<file path="src/rtl/ibrk_pkg.sv">
package ibrk_pkg;

  localparam int unsigned WORD_W = 32;

  // Strobes passed from the control decoder to the comparator datapath.
  typedef struct packed {
    logic armWrite;   // load arm register from write data
    logic tgtWrite;   // a valid target write is in progress
    logic matchOpen;  // PC valid and interrupt level below debug level
  } ctrlStrobes_t;

endpackage

</file>
<file path="src/rtl/ibrk_ctrl.sv">
module ibrk_ctrl
  import ibrk_pkg::*;
#(
  parameter int unsigned NUM_CMP = 4,
  parameter int unsigned LVL_W   = 4,
  localparam int unsigned IDX_W  = $clog2(NUM_CMP) + 1
) (
  input  logic               clk,
  input  logic               rstN,
  input  logic               tgtWrStb,
  input  logic [IDX_W-1:0]   tgtWrIdx,
  input  logic               armWrStb,
  input  logic               pcValid,
  input  logic [LVL_W-1:0]   curIntLevel,
  input  logic [LVL_W-1:0]   debugLevel,
  output ctrlStrobes_t       strb,
  output logic [NUM_CMP-1:0] tgtSel
);

  logic idxInRange;
  logic levelBelow;

  assign idxInRange = tgtWrIdx < IDX_W'(NUM_CMP);
  assign levelBelow = curIntLevel < debugLevel;

  always_comb begin
    strb           = '0;
    strb.armWrite  = armWrStb;
    strb.tgtWrite  = tgtWrStb && idxInRange;
    strb.matchOpen = pcValid && levelBelow;
  end

  // One-hot decode of the target index.
  for (genvar gi = 0; gi < NUM_CMP; gi++) begin : g_sel
    assign tgtSel[gi] = strb.tgtWrite && (tgtWrIdx == IDX_W'(gi));
  end


  out_of_range_sel_chk: assert property (@(posedge clk) disable iff (!rstN)
    (tgtWrStb && (tgtWrIdx >= IDX_W'(NUM_CMP))) |-> (tgtSel == '0));


  single_target_sel_chk: assert property (@(posedge clk) disable iff (!rstN)
    $onehot0(tgtSel));


  level_gate_chk: assert property (@(posedge clk) disable iff (!rstN)
    (curIntLevel >= debugLevel) |-> !strb.matchOpen);


  pc_qual_chk: assert property (@(posedge clk) disable iff (!rstN)
    !pcValid |-> !strb.matchOpen);

endmodule

</file>
<file path="src/rtl/ibrk_datapath.sv">
module ibrk_datapath
  import ibrk_pkg::*;
#(
  parameter int unsigned NUM_CMP = 4
) (
  input  logic               clk,
  input  logic               rstN,
  input  ctrlStrobes_t       strb,
  input  logic [NUM_CMP-1:0] tgtSel,
  input  logic [WORD_W-1:0]  wrData,
  input  logic [WORD_W-1:0]  pc,
  output logic [WORD_W-1:0]  armRd,
  output logic [NUM_CMP-1:0] hitVec
);

  logic [NUM_CMP-1:0] armReg;
  logic [WORD_W-1:0]  tgtReg [NUM_CMP];

  // Arm register: only the bits of existing comparators are stored.
  always_ff @(posedge clk) begin
    if (!rstN) begin
      armReg <= '0;
    end else if (strb.armWrite) begin
      armReg <= wrData[NUM_CMP-1:0];
    end
  end

  always_comb begin
    armRd              = '0;
    armRd[NUM_CMP-1:0] = armReg;
  end

  for (genvar gi = 0; gi < NUM_CMP; gi++) begin : g_cmp
    logic addrEq;

    always_ff @(posedge clk) begin
      if (!rstN) begin
        tgtReg[gi] <= '0;
      end else if (tgtSel[gi]) begin
        tgtReg[gi] <= wrData;
      end
    end

    assign addrEq     = (tgtReg[gi] == pc);
    assign hitVec[gi] = strb.matchOpen && armReg[gi] && addrEq;


    tgt_load_chk: assert property (@(posedge clk) disable iff (!rstN)
      tgtSel[gi] |=> (tgtReg[gi] == $past(wrData)));


    tgt_hold_chk: assert property (@(posedge clk) disable iff (!rstN)
      !tgtSel[gi] |=> $stable(tgtReg[gi]));


    hit_cause_chk: assert property (@(posedge clk) disable iff (!rstN)
      hitVec[gi] |-> (armReg[gi] && (tgtReg[gi] == pc) && strb.matchOpen));
  end


  arm_hold_chk: assert property (@(posedge clk) disable iff (!rstN)
    !strb.armWrite |=> $stable(armReg));

endmodule

</file>
<file path="src/rtl/ibrk_unit.sv">
module ibrk_unit
  import ibrk_pkg::*;
#(
  parameter int unsigned NUM_CMP = 4,
  parameter int unsigned LVL_W   = 4,
  localparam int unsigned IDX_W  = $clog2(NUM_CMP) + 1
) (
  input  logic               clk,
  input  logic               rstN,
  input  logic               tgtWrStb,
  input  logic [IDX_W-1:0]   tgtWrIdx,
  input  logic               armWrStb,
  input  logic [31:0]        wrData,
  input  logic               pcValid,
  input  logic [31:0]        pc,
  input  logic [LVL_W-1:0]   curIntLevel,
  input  logic [LVL_W-1:0]   debugLevel,
  output logic [31:0]        armRd,
  output logic [NUM_CMP-1:0] hitVec,
  output logic               breakReq
);

  ctrlStrobes_t       strb;
  logic [NUM_CMP-1:0] tgtSel;

  ibrk_ctrl #(.NUM_CMP(NUM_CMP), .LVL_W(LVL_W)) u_ctrl (
    .clk         (clk),
    .rstN        (rstN),
    .tgtWrStb    (tgtWrStb),
    .tgtWrIdx    (tgtWrIdx),
    .armWrStb    (armWrStb),
    .pcValid     (pcValid),
    .curIntLevel (curIntLevel),
    .debugLevel  (debugLevel),
    .strb        (strb),
    .tgtSel      (tgtSel)
  );

  ibrk_datapath #(.NUM_CMP(NUM_CMP)) u_dp (
    .clk    (clk),
    .rstN   (rstN),
    .strb   (strb),
    .tgtSel (tgtSel),
    .wrData (wrData),
    .pc     (pc),
    .armRd  (armRd),
    .hitVec (hitVec)
  );

  assign breakReq = |hitVec;


  no_break_high_level_chk: assert property (@(posedge clk) disable iff (!rstN)
    (curIntLevel >= debugLevel) |-> !breakReq);


  no_break_invalid_pc_chk: assert property (@(posedge clk) disable iff (!rstN)
    !pcValid |-> (hitVec == '0));


  arm_upper_zero_chk: assert property (@(posedge clk) disable iff (!rstN)
    armRd[31:NUM_CMP] == '0);

endmodule

</file>
<file path="config.mk">
export PLATFORM = sky130hd
export DESIGN_NAME = ibrk_unit
export DESIGN_NICKNAME = d
export VERILOG_FILES = /design/src/rtl/ibrk_pkg.sv /design/src/rtl/ibrk_ctrl.sv /design/src/rtl/ibrk_datapath.sv /design/src/rtl/ibrk_unit.sv
export SDC_FILE = /design/constraint.sdc
export NUM_CORES = 1
export LEC_CHECK = 0
export BUFFER_PORTS_ARGS = -buffer_cell sky130_fd_sc_hd__buf_2
export CAP_MARGIN = 20
export CORE_ASPECT_RATIO = 0.8
export CORE_MARGIN = 4
export CORE_UTILIZATION = 45
export DETAILED_ROUTE_END_ITERATION = 8
export GPL_TIMING_DRIVEN = 0
export PLACE_DENSITY = 0.75
export SYNTH_ARGS = -nofsm -noshare
export SYNTH_HDL_FRONTEND = slang
export SYNTH_SLANG_ARGS = --single-unit
</file>
<file path="constraint.sdc">
create_clock -name clk -period 3.6 [get_ports clk]
set_clock_uncertainty 0.15 [all_clocks]
set_input_delay 0.18 -clock clk [delete_from_list [all_inputs] [get_ports clk]]
set_output_delay 0.18 -clock clk [all_outputs]
set_load 0.02 [all_outputs]
</file>
-- Yosys cells after proc, flatten, opt, wreduce, memory -nomap -nowiden
Memory sizes are Yosys's and may differ from the RTL's.
Cells that the tools add are included.
- $lt $le $gt $ge: 2
- equality and inequality tests: 7
- mux-type cells: 17
- bitwise gates (word level): 4
- reductions and logical operators: 16
- operator list (kind ; count):
    $eq 32x32->1 ; 4
    $mux 32 ; 4
    $logic_and 1x1->1 ; 14
    $mux 1 ; 13
    $eq 3x2->1 const B ; 2
    $lt 4x4->1 ; 1
    $or 1x1->1 ; 4
    $reduce_or 4->1 ; 1
    $eq 3x1->1 const B ; 1
    $logic_not 3->1 ; 1
    $lt 3x3->1 const B ; 1
- flip-flop bits (word level): 4
- memory bits (writable): 128
- input port bits: 80
- output and inout port bits: 37
- logic and storage cells: 48
- memories kept: 1
- memory list (name ; depth ; width ; rd ports ; clocked after Yosys merged registers in ; wr ports ; RTL line ; text):
    u_dp.tgtReg ; 4 ; 32 ; 4 ; 0 ; 4 ; ibrk_datapath.sv:17 ; logic [WORD_W-1:0] tgtReg [NUM_CMP];

-- Logic depth before layout (Yosys ltp)
Gate-level depths: netlist (run 1).
- depth in word-level cells: 7
- gate-level depth with buffers: 7
- depth with buffers taken out: 7

-- Cells and area by module
A second synthesis (run 1) with hierarchy kept.
- cells, all modules: 526
- area, all modules: 6688.9 um^2
- modules (own cells, without submodules) (module ; instances ; cells an instance ; area each (um^2) ; sequential area each (um^2)):
    ibrk_datapath ; 1 ; 505 ; 6547.5 ; 3923.8
    ibrk_ctrl ; 1 ; 20 ; 133.9 ; 0.0
    ibrk_unit ; 1 ; 1 ; 7.5 ; 0.0

-- Least setup slack after synthesis (run 1)
Ideal clock, no wire load.
- path type: input to register
- start: input port tgtWrIdx[1]
- end: memory u_dp.tgtReg[0][0] (enable)
- setup time: 470 ps
- data arrival time: 2749 ps
- data required time: 2980 ps
- path slack: 231 ps
- stages: 2
- buffers on the path: 0
- path through: nand2b_1 -> o31ai_1
- RTL lines (element ; RTL line ; text):
    start: declaration ; ibrk_unit.sv:11 ; input logic [IDX_W-1:0] tgtWrIdx,
    end: declaration ; ibrk_datapath.sv:17 ;

==> summary.md, run 1 <==
| Metric | Value |
|---|---|
| Startpoint Class | `register` |
| Worst-skew pair later-pin latency | `0.41 ns` |
| Antenna violations before repair | `0` |
| Final worst path period share | `roughly four fifths` |
| Synthesized area | `around 6700 sq um` |
| Max frequency | `approximately 0.34 GHz` |
| Cell Chain, Critical Path | `xnor2_1 > nand4_1 > nor4_1 > nand4_1 > nor3_2 > or4_1 > buf_2` |
| First-pass detailed-route iteration total | `5` |
| Maxcap violations | `0` |
| Post-Route Setup TNS | `0 ns` |
| Total CTS buffers | `17` |
| Final Hold Vio Count | `0` |
| Cell count after synthesis | `between 500 and 600` |
| Cell count after placement | `816` |
| Non-filler instance count after layout | `between 800 and 900` |
| Vias in the first global route | `between 4,000 and 5,000` |
| Dpl hpwl | `between 10 and 15 mm` |
| Ant diodes | `0` |
| Remaining Overflow, GRT | `0` |
| Drt via density | `a little over 5` |
| Reg-to-reg slack, setup | `2.77 ns` |
| Adder-Cell Fraction of Synth Area | `less than 1%` |
| Slowest cell on the critical path | `nor4_1` |
| #FFs+latches synth | `between 100 and 150` |
| Largest family of logic cells by synthesized area | `simple AND/OR/NAND/NOR gates` |
| Post-CTS Resized | `0` |
| IO Port Bufs | `a little over 80` |
| Nets@finish | `approximately 770` |
| Core Area | `roughly 14,000 sq um` |
| Cell area power density | `between 400 and 500 nW/um^2` |
| Clock Path Buffers | `2` |
| Sequential-to-total area share from yosys stat | `around 59%` |
| Setup violators final | `0` |
| Critical Path Sink Type | `output port` |
| Most frequent cells in the layout | `and2_1 (128), edfxtp_1 (128), buf_2 (84)` |
| Tot Pwr | `around 4 mW` |
| Hold Path Cell Cnt | `2` |
| Die area | `approximately 17,000 sq um` |
| Initial drt markers | `424` |
| Layout cells sized above 1 | `a little under a quarter` |
| Die X | `approximately 140 microns` |
| Status | `complete, no violations` |
| WHS Endpoint | `u_dp.armReg[1]$_SDFFE_PN0P_` |
| Synth warn | `0` |
| Clock period minus worst slack | `a little under 3 ns` |
| DP Area | `between 7000 and 8000 sq um` |
| First-pass GRT wire length | `~26 mm` |
| Clk slew on worst S/H paths | `around 0.05 ns` |
| Standby leakage power | `roughly 3.3 nW` |
| Post-synthesis mux area share | `less than 1%` |
| Row Count | `39` |
| Setup CP Type | `register to output port` |
| Critical Path Most Common Cell | `nand4_1` |
| WHS | `around 0.018 ns` |
| DRC violations left | `0` |
| Synth Area in XOR/XNOR | `roughly 17%` |
| Compound-cell area share of the yosys netlist | `less than 1%` |
| Starting Density | `between 40% and 50%` |
| Routed wire per std cell | `about 20 microns` |
| Wirelength, routed | `about 18 mm` |
| CP Launch Point | `u_dp.tgtReg[3][7]$_SDFFCE_PN0P_` |
| Largest net degree at the start of global routing | `24` |
| Crit path DAT | `~2.6 ns` |
| Antenna-violating nets left | `0` |
| Slew headroom | `between 40% and 50%` |
| Critical R2R Capture | `u_dp.armReg[2]$_SDFFE_PN0P_` |
| GRT Total Usage | `about a fifth` |
| Ports | `117` |
| Max rail drop VDD | `about 300 uV` |
| Die height | `117.0 microns` |
| Worst hold path class | `input pin to register` |
| CTS sink count | `around 130` |
| Slew @ Worst Pin | `around 0.86 ns` |
| Worst hold start | `rstN` |
| Reg2Reg Depth | `2` |
| Clock root cell | `clkbuf_16` |
| Area Growth Syn to Fin | `27.00%` |
| Reg-to-reg startpoint | `u_dp.armReg[2]$_SDFFE_PN0P_` |
| Post-Layout Inst Area | `about 8500 sq um` |
| Max-slew violation count | `0` |
| H-tree levels | `4` |
| Netlist cell types | `28` |
| Req. time, crit path | `between 3 and 4 ns` |
| Vias | `4,511` |
| CTS tree | `yes` |
| Final Wtd Congestion | `between 0.9 and 1` |
| RSZ-0062 raised after global routing | `no` |
| CP max stage delay | `0.42 ns` |
| Mean Syn Cell Area | `12.95 sq um` |
| Critical Path Fanout Max | `2` |
| Simple logic cell fraction of the synthesized area | `between 10% and 20%` |
## cells by family after synthesis
| group | Yosys count |
|---|---|
| xor+xnor | 128 |
| compound gates | 7 |
| buf+inv | 48 |
| simple gates | 193 |
| other cells | 1 |
| flops | 132 |
| fa+ha+maj | 3 |
| mux | 4 |
## routing by layer
| metal | track usage (%) | vias to the layer above | wire (microns) |
|---|---|---|---|
| met5 | 0 | - | 0 |
| met4 | 6.029 | 0 | 219 |
| met3 | 4.752 | 20 | 1812 |
| met2 | 34.50 | 249 | 8190 |
| met1 | 29.56 | 2183 | 7450 |
| li1 | - | 2059 | - |
## report_power, final
group / switching (mW) / leakage (nW) / internal, mW / total (mW)
registers: 0.0474 / 1.27 / 1.79 / 1.84
logic: 0.268 / 1.72 / 0.206 / 0.474
clock network: 0.638 / 0.285 / 1.07 / 1.70
## cells in the mapped netlist, drive strengths merged
library cell	instances	area, sq um
a21oi	2	10.01
xnor2	68	595.6
and2	128	800.8
conb	1	3.750
nand4	20	125.1
xor2	60	525.5
nor3	10	60.06
edfxtp	128	3844
inv	3	11.26
nand2	3	11.26
nand3	5	30.03
clkbuf	13	48.80
nor4	17	106.4
o31ai	2	15.01
mux2i	4	40.04
or4	1	7.510
nor2	1	3.750
dfxtp	4	80.08
ha	3	37.54
buf	32	249.0
nor2b	4	25.02
o21ai	3	26.28
nand2b	4	25.02
## cell type report
| cell class | count | area, sq um |
|---|---|---|
| Inverter | 3 | 11.26 |
| Multi-Input combinational cell | 363 | 2600 |
| Sequential cell | 132 | 3924 |
| Tap cell | 184 | 230.2 |
| Timing Repair Buffer | 121 | 843.3 |
| Fill cell | 1147 | 5909 |
| Clock inverter | 10 | 105.1 |
| Buffer | 45 | 297.8 |
| Clock buffer | 22 | 474.2 |
## sequential cells by signal (all words and copies together) (netlist names)
register and count:
u_dp.armReg 4, u_dp.tgtReg 128
## worst max-delay path, delay by kind of cell (launching register included)
kind                   cells  cell delay [ns]
AND/OR/NAND/NOR            5             1.33
flip-flops                 1             0.38
XOR/XNOR                   1             0.33
buffers and inverters      1             0.16
## timing repair
item,4_1_cts,5_1_grt
hold buffers,32,0
setup buffers,0,0
hold endpoints to repair,132,0
## stage by stage
stage | utilization [%] | worst slack (ns)
5_1_grt | 58.95 | 0.5502
4_1_cts | 58.95 | 0.6701
3_3_place_gp | 51.60 | -1.689
2_1_floorplan | - | 0.2309
6_report | 58.95 | 0.6666
3_5_place_dp | 52.70 | 1.111
## how the worst max path moves through the flow
stage	endpoint	depth (start not counted)	slack, ns
detailed placement	breakReq	7	1.11
global placement	u_dp.tgtReg[0][24]$_SDFFCE_PN0P_	3	-1.69
floorplan	u_dp.tgtReg[0][0]$_SDFFCE_PN0P_	2	0.23
CTS	breakReq	7	0.67
global route	breakReq	7	0.55
finish	breakReq	7	0.67
Power figures use the tool's default switching activity.
==> run 2, diff against run 1 <==
==> constraint.sdc (replaced) <==
create_clock -name clk -period 2.7 [get_ports clk]
set_clock_uncertainty 0.15 [all_clocks]
set_input_delay 0.135 -clock clk [delete_from_list [all_inputs] [get_ports clk]]
set_output_delay 0.135 -clock clk [all_outputs]
set_load 0.02 [all_outputs]
==> run 2 against run 1 <==
Power increased by 37%. Wire length increased by 0.37%. Count of clock-buffer cells in the layout decreased by 4. Via count decreased by 3.3%. First-iteration DRC count decreased by 25%. Sequential cell count unchanged. Design area increased by 2.3%. Combinational power increased by 37%. Sequential power increased by 33%. Register-to-register slack got worse by 1.4 ns. Sequential share of layout area decreased by 1.0 points. Largest cell class unchanged. Critical path type unchanged.
==> summary.md, run 2 (synthesis gave the netlist of run 1 again) <==
| Metric | Value |
|---|---|
| Max frequency | `0.3768 GHz` |
| Register area | `3924 sq um (unchanged)` |
| Final worst path period share | `approximately 98%` |
| Critical Path Fanout Max | `2 (unchanged)` |
| DP Area | `7599 sq um (+0.16%)` |
| Die height | `117.0 microns (unchanged)` |
| Crit path DAT | `2.37 ns (-0.23 ns)` |
| Fill cells | `1,131 (-1.4%)` |
| Remaining Overflow, GRT | `0 (unchanged)` |
| Antenna violations before repair | `0 (unchanged)` |
| CTS tree | `yes` |
| Largest Register | `u_dp.tgtReg` |
| Slew @ Worst Pin | `0.8051 ns (-0.05074 ns)` |
| Status | `complete, no violations` |
| Core Util, Final | `60.29% (+1.3 points)` |
| Largest net degree at the start of global routing | `22 (-8.3%)` |
| Standby leakage power | `3.380 nW (+3.0%)` |
| Setup violators final | `0 (unchanged)` |
| Maxcap violations | `0 (unchanged)` |
| Hold Path Cell Cnt | `3 (+1)` |
| GRT Total Usage | `21.71% (+0.31 points)` |
| Cell count after placement | `816 (unchanged)` |
| Worst path depth | `7 (unchanged)` |
| Vias | `4,364 (-3.3%)` |
| First-pass detailed-route iteration total | `5 (unchanged)` |
| Clk slew on worst S/H paths | `0.06 ns (about the same)` |
| Reg-to-reg slack, setup | `1.33 ns (-1.44 ns)` |
| Critical Path Most Common Cell | `nand4_1` |
| Clock period minus worst slack | `between 2 and 3 ns` |
| Area occupied by multi-input gates | `2704 sq um (+4.0%)` |
| WHS Endpoint | `u_dp.armReg[1]$_SDFFE_PN0P_` |
| Worst Slack Setup Final | `0.04591 ns (-0.6207 ns)` |
| Final Wtd Congestion | `0.8515 (-6.2%)` |
| Starting Density | `46.41% (unchanged)` |
| Area Growth Syn to Fin | `29.89%` |
| Tot Pwr | `5.503 mW (+37%)` |
| Worst hold start | `armWrStb` |
| Critical path's top delay family | `simple AND/OR/NAND/NOR gates` |
| Worst slack at placement | `0.3184 ns (-0.7923 ns)` |
| CTS sink count | `132 (unchanged)` |
| Die area | `16,870 sq um (unchanged)` |
| Max-slew violation count | `0 (unchanged)` |
| Critical Path Sink Type | `output port` |
| Worst-skew pair later-pin latency | `0.42 ns (about the same)` |
| Antenna-violating nets left | `0 (unchanged)` |
| Routed wire per std cell | `20.09 microns (about the same)` |
| Core Area | `14,400 sq um (unchanged)` |
| Worst Path Buf+Inv | `1 (unchanged)` |
| Non-filler instance count after layout | `883 (+0.34%)` |
| GR Layer Usage met1 | `29.89% (+0.33 points)` |
| Ant diodes | `0 (unchanged)` |
| Dpl hpwl | `13.00 mm (-0.73%)` |
| Setup CP Type | `register to output port` |
| Global routing usage on met2 | `33.97% (-0.53 points)` |
| CP max stage delay | `0.38 ns (-0.04 ns)` |
| Reg2Reg Depth | `3 (+1)` |
| Slew headroom | `45.83% (+3.4 points)` |
| Met3 Resource Use GR | `6.174% (+1.4 points)` |
| Final Hold Vio Count | `0 (unchanged)` |
| Startpoint Class | `register` |
| Wirelength, routed | `17.74 mm (+0.37%)` |
| Number of flip-flops in the largest register | `128 (unchanged)` |
| Drt via density | `4.942 (-3.6%)` |
| DRC violations left | `0 (unchanged)` |
| Cell area power density | `634.1 nW/um^2 (+34%)` |
| Largest registers | `u_dp.tgtReg (128), u_dp.armReg (4)` |
| Layout cells sized above 1 | `24.46% (+1.6 points)` |
| CP Launch Point | `u_dp.tgtReg[2][18]$_SDFFCE_PN0P_` |
| Clock Path Buffers | `2 (unchanged)` |
| Row Count | `39 (unchanged)` |
| Vias in the first global route | `4,442 (-2.3%)` |
| Post-Layout Inst Area | `8678 sq um (+2.3%)` |
| Clock root cell | `clkbuf_16` |
| Worst hold path class | `input pin to register` |
| Most frequent cells in the layout | `and2_1 (128), edfxtp_1 (128), buf_2 (82)` |
| Cell Chain, Critical Path | `xnor2_1 > nand4_1 > nor4_1 > nand4_1 > nor3_2 > or4_4 > buf_6` |
| Ports | `117 (unchanged)` |
| Total CTS buffers | `17 (unchanged)` |
| Slowest cell on the critical path | `edfxtp_1` |
| Reg-to-reg startpoint | `u_dp.armReg[2]$_SDFFE_PN0P_` |
| Max rail drop VDD | `560.1 uV (+86%)` |
| H-tree levels | `4 (unchanged)` |
| First-pass GRT wire length | `26.08 mm (+1.1%)` |
| Nets@finish | `769 (+0.39%)` |
| Die X | `144.2 microns (unchanged)` |
| Req. time, crit path | `2.41 ns (-0.86 ns)` |
| Post-Route Setup TNS | `0 ns (unchanged)` |
| Critical R2R Capture | `u_dp.armReg[2]$_SDFFE_PN0P_` |
| IO Port Bufs | `83 (unchanged)` |
| Initial drt markers | `318 (-25%)` |
| WHS | `0.01445 ns (-0.003090 ns)` |
| GRT busiest layer | `met2` |
run 2: cell types whose count changed in the layout (fill, tap and decap cells not counted), moves of 3 or more:
cell,previous run,this run
clkbuf_8,3,0
xnor2_2,0,6
nor4_4,0,3
clkinv_2,6,2
nor4_1,17,14
xnor2_1,68,62
clkinv_4,0,3
run 2: worst max path at each step:
stage	end	slack [ns]
floorplan	u_dp.tgtReg[1][0]$_SDFFCE_PN0P_	-0.51
global placement	u_dp.tgtReg[1][24]$_SDFFCE_PN0P_	-2.50
detailed placement	breakReq	0.32
CTS	breakReq	0.003
global route	breakReq	-0.04
finish	breakReq	0.05
run 2: worst min-delay path, stage by stage:
cell and delay [ns]:
clkbuf_1 0.16, mux2i_1 0.18, nor2b_1 0.06
run 2: area by class of cell:
type,count,area share (%)
sequential,132,45.21
multi-input combinational,363,31.16
timing repair buffer,124,10.32
clock buffer,18,4.945
buffer,45,3.431
tap,184,2.653
clock inverter,14,2.148
inverter,3,0.1298
run 2: per-layer routing:
layer	routed length, microns	vias to the layer above
met5	0	-
met4	272	0
met3	1452	22
met2	8350	177
met1	7663	2090
li1	-	2075
run 2: what timing repair did:
| item | CTS | global route |
|---|---|---|
| gates resized for setup | 7 | 13 |
| hold buffers | 34 | 0 |
| pin swaps | 0 | 11 |
| setup endpoints to repair | 2 | 3 |
| endpoints found under the hold margin | 132 | 0 |
| setup buffers | 0 | 1 |
run 2: power breakdown:
group | switching, mW | total [mW] | internal [mW]
combinational | 0.366 | 0.651 | 0.285
clock | 0.865 | 2.40 | 1.54
sequential | 0.0642 | 2.45 | 2.39
==> run 3, diff against run 2 <==
--- a/config.mk
+++ b/config.mk
@@ -9,10 +9,10 @@
 export CAP_MARGIN = 20
 export CORE_ASPECT_RATIO = 0.8
 export CORE_MARGIN = 4
-export CORE_UTILIZATION = 45
+export CORE_UTILIZATION = 56
 export DETAILED_ROUTE_END_ITERATION = 8
 export GPL_TIMING_DRIVEN = 0
-export PLACE_DENSITY = 0.75
+export PLACE_DENSITY_LB_ADDON = 0.15
 export SYNTH_ARGS = -nofsm -noshare
 export SYNTH_HDL_FRONTEND = slang
 export SYNTH_SLANG_ARGS = --single-unit
==> run 3 against run 2 <==
Count of clock-buffer cells in the layout unchanged. Critical path depth unchanged. Utilization up 13 points. Hold slack improved by 0.025 ns. Design area fell by 1.9%. First-iteration DRC count up 40%. Critical path type unchanged. Critical endpoint unchanged. Largest power group unchanged.
==> summary.md, run 3 (synthesis gave the netlist of run 1 again) <==
| Metric | Value |
|---|---|
| Status | `complete, no violations` |
| First-pass GRT wire length | `25.68 mm (-1.5%)` |
| GRT Total Usage | `26.21% (+4.5 points)` |
| Antenna-violating nets left | `0 (unchanged)` |
| Req. time, crit path | `2.41 ns (about the same)` |
| Layout cells sized above 1 | `24.36% (-0.11 points)` |
| Max-slew violation count | `0 (unchanged)` |
| Cell area power density | `612.0 nW/um^2 (-3.5%)` |
| Worst Path Buf+Inv | `1 (unchanged)` |
| Cell Chain, Critical Path | `xnor2_1 > nand4_1 > nor4_2 > nand4_1 > nor3_2 > or4_1 > buf_2` |
| Remaining Overflow, GRT | `0 (unchanged)` |
| Number of flip-flops in the largest register | `128 (unchanged)` |
| H-tree levels | `4 (unchanged)` |
| Final Hold Vio Count | `0 (unchanged)` |
| Vias in the first global route | `4,475 (+0.74%)` |
| Final Wtd Congestion | `0.8659 (+1.7%)` |
| Critical Path Sink Type | `output port` |
| Largest Register | `u_dp.tgtReg` |
| Critical path's top delay family | `simple AND/OR/NAND/NOR gates` |
| Worst hold path class | `input pin to register` |
| Startpoint Class | `register` |
| DRC violations left | `0 (unchanged)` |
| Core Util, Final | `73.39% (+13 points)` |
| Most frequent cells in the layout | `and2_1 (128), edfxtp_1 (128), buf_2 (84)` |
| Largest registers | `u_dp.tgtReg (128), u_dp.armReg (4)` |
| WHS | `0.03974 ns (+0.02529 ns)` |
| Standby leakage power | `3.331 nW (-1.5%)` |
| Clk slew on worst S/H paths | `0.06 ns (about the same)` |
| Wirelength, routed | `17.40 mm (-1.9%)` |
| Starting Density | `57.57% (+11 points)` |
| Total CTS buffers | `17 (unchanged)` |
| Final worst path period share | `95.50% (-2.8 points)` |
| Clock root cell | `clkbuf_16` |
| Slew @ Worst Pin | `0.8086 ns (+0.003466 ns)` |
| Antenna violations before repair | `1 (+1)` |
| Worst-skew pair later-pin latency | `0.41 ns (about the same)` |
| Initial drt markers | `446 (+40%)` |
| Drt via density | `5.282 (+6.9%)` |
| Crit path DAT | `2.29 ns (-0.08 ns)` |
| IO Port Bufs | `83 (unchanged)` |
| Area Growth Syn to Fin | `27.47%` |
| Die area | `13,750 sq um (-18%)` |
| Maxcap violations | `0 (unchanged)` |
| # Post-CTS Setup Buffers | `0 (unchanged)` |
| CTS tree | `yes` |
| CTS sink count | `132 (unchanged)` |
| Core Area | `11,600 sq um (-19%)` |
| First-pass detailed-route iteration total | `6 (+1)` |
| Ports | `117 (unchanged)` |
| Vias | `4,474 (+2.5%)` |
| Dpl hpwl | `12.38 mm (-4.7%)` |
| Die X | `130.1 microns (-9.8%)` |
| Setup CP Type | `register to output port` |
| Post-Route Setup TNS | `0 ns (unchanged)` |
| Slowest cell on the critical path | `edfxtp_1` |
| RSZ-0062 raised after global routing | `no` |
| Slew headroom | `46.09% (+0.26 points)` |
| Max rail drop VDD | `408.5 uV (-27%)` |
| Setup violators final | `0 (unchanged)` |
| CP max stage delay | `0.39 ns (about the same)` |
| Largest net degree at the start of global routing | `24 (+9.1%)` |
| Max frequency | `0.3878 GHz (+2.9%)` |
| Row Count | `35 (-10%)` |
| Die height | `105.7 microns (-9.6%)` |
| Nets@finish | `768 (-0.13%)` |
| Critical Path Most Common Cell | `nand4_1` |
| Clock period minus worst slack | `2.578 ns (-0.07567 ns)` |
| Clock Path Buffers | `2 (unchanged)` |
| Critical Path Fanout Max | `2 (unchanged)` |
| Routed wire per std cell | `20.54 microns (+2.3%)` |
run 3: cell types whose count changed in the layout (fill, tap and decap cells not counted), moves of 2 or more:
cell and change:
bufinv_16 -3, buf_6 -2, buf_2 +2, clkinv_1 -2, clkinv_2 +5
run 3: metal layers:
| layer | vias to the layer above | global-route usage (%) | part of all wire, % |
|---|---|---|---|
| li1 | 2071 | - | - |
| met1 | 2152 | 38.17 | 43 |
| met2 | 225 | 38.62 | 46 |
| met3 | 26 | 6.079 | 8.8 |
| met4 | 0 | 9.050 | 2.0 |
| met5 | - | 0 | 0 |
run 3: path summary, 6_finish.rpt:
kind | start | end | slack (ns) | cells after the start
worst max-delay path | u_dp.tgtReg[1][26]$_SDFFCE_PN0P_ | breakReq | 0.12 | 7
worst min-delay path | armWrStb | u_dp.armReg[1]$_SDFFE_PN0P_ | 0.04 | 3
worst max register to register | u_dp.armReg[2]$_SDFFE_PN0P_ | u_dp.armReg[2]$_SDFFE_PN0P_ | 1.34 | 3
worst min register to register | u_dp.armReg[3]$_SDFFE_PN0P_ | u_dp.armReg[3]$_SDFFE_PN0P_ | 0.45 | 2
run 3: cell type report:
cell class | instances | area (sq um)
antenna | 1 | 2.502
buffer | 45 | 297.8
clock buffer | 18 | 429.2
clock inverter | 14 | 115.1
fill | 775 | 3088
inverter | 3 | 11.26
multi-input combinational | 363 | 2684
sequential | 132 | 3924
tap | 148 | 185.2
timing repair buffer | 123 | 868.3
run 3: power by group:
group | internal, mW | switching, mW
Combinational | 0.283 | 0.363
Sequential | 2.39 | 0.0621
Clock | 1.26 | 0.863
run 3: stage by stage:
step	area (sq um)	setup slack (ns)	total power, mW	std cells
2_1_floorplan	6793	-0.5147	2.811	543
3_3_place_gp	7393	-2.543	3.041	774
3_5_place_dp	7546	0.2291	3.074	780
4_1_cts	8478	0.04025	5.209	846
5_1_grt	8514	0.003830	5.365	846
6_report	8517	0.1216	5.213	847
run 3: timing repair:
item                       in CTS  in global routing
resized for setup               7                  5
hold buffers                   34                  0
cloned                          0                  0
pin swaps                       0                  5
setup endpoints to repair       2                  3
hold endpoints to repair      132                  0
run 3: tightest hold or removal path, cell delays in order:
cell and delay (ns):
clkbuf_1 0.17, mux2i_1 0.18, nor2b_1 0.06
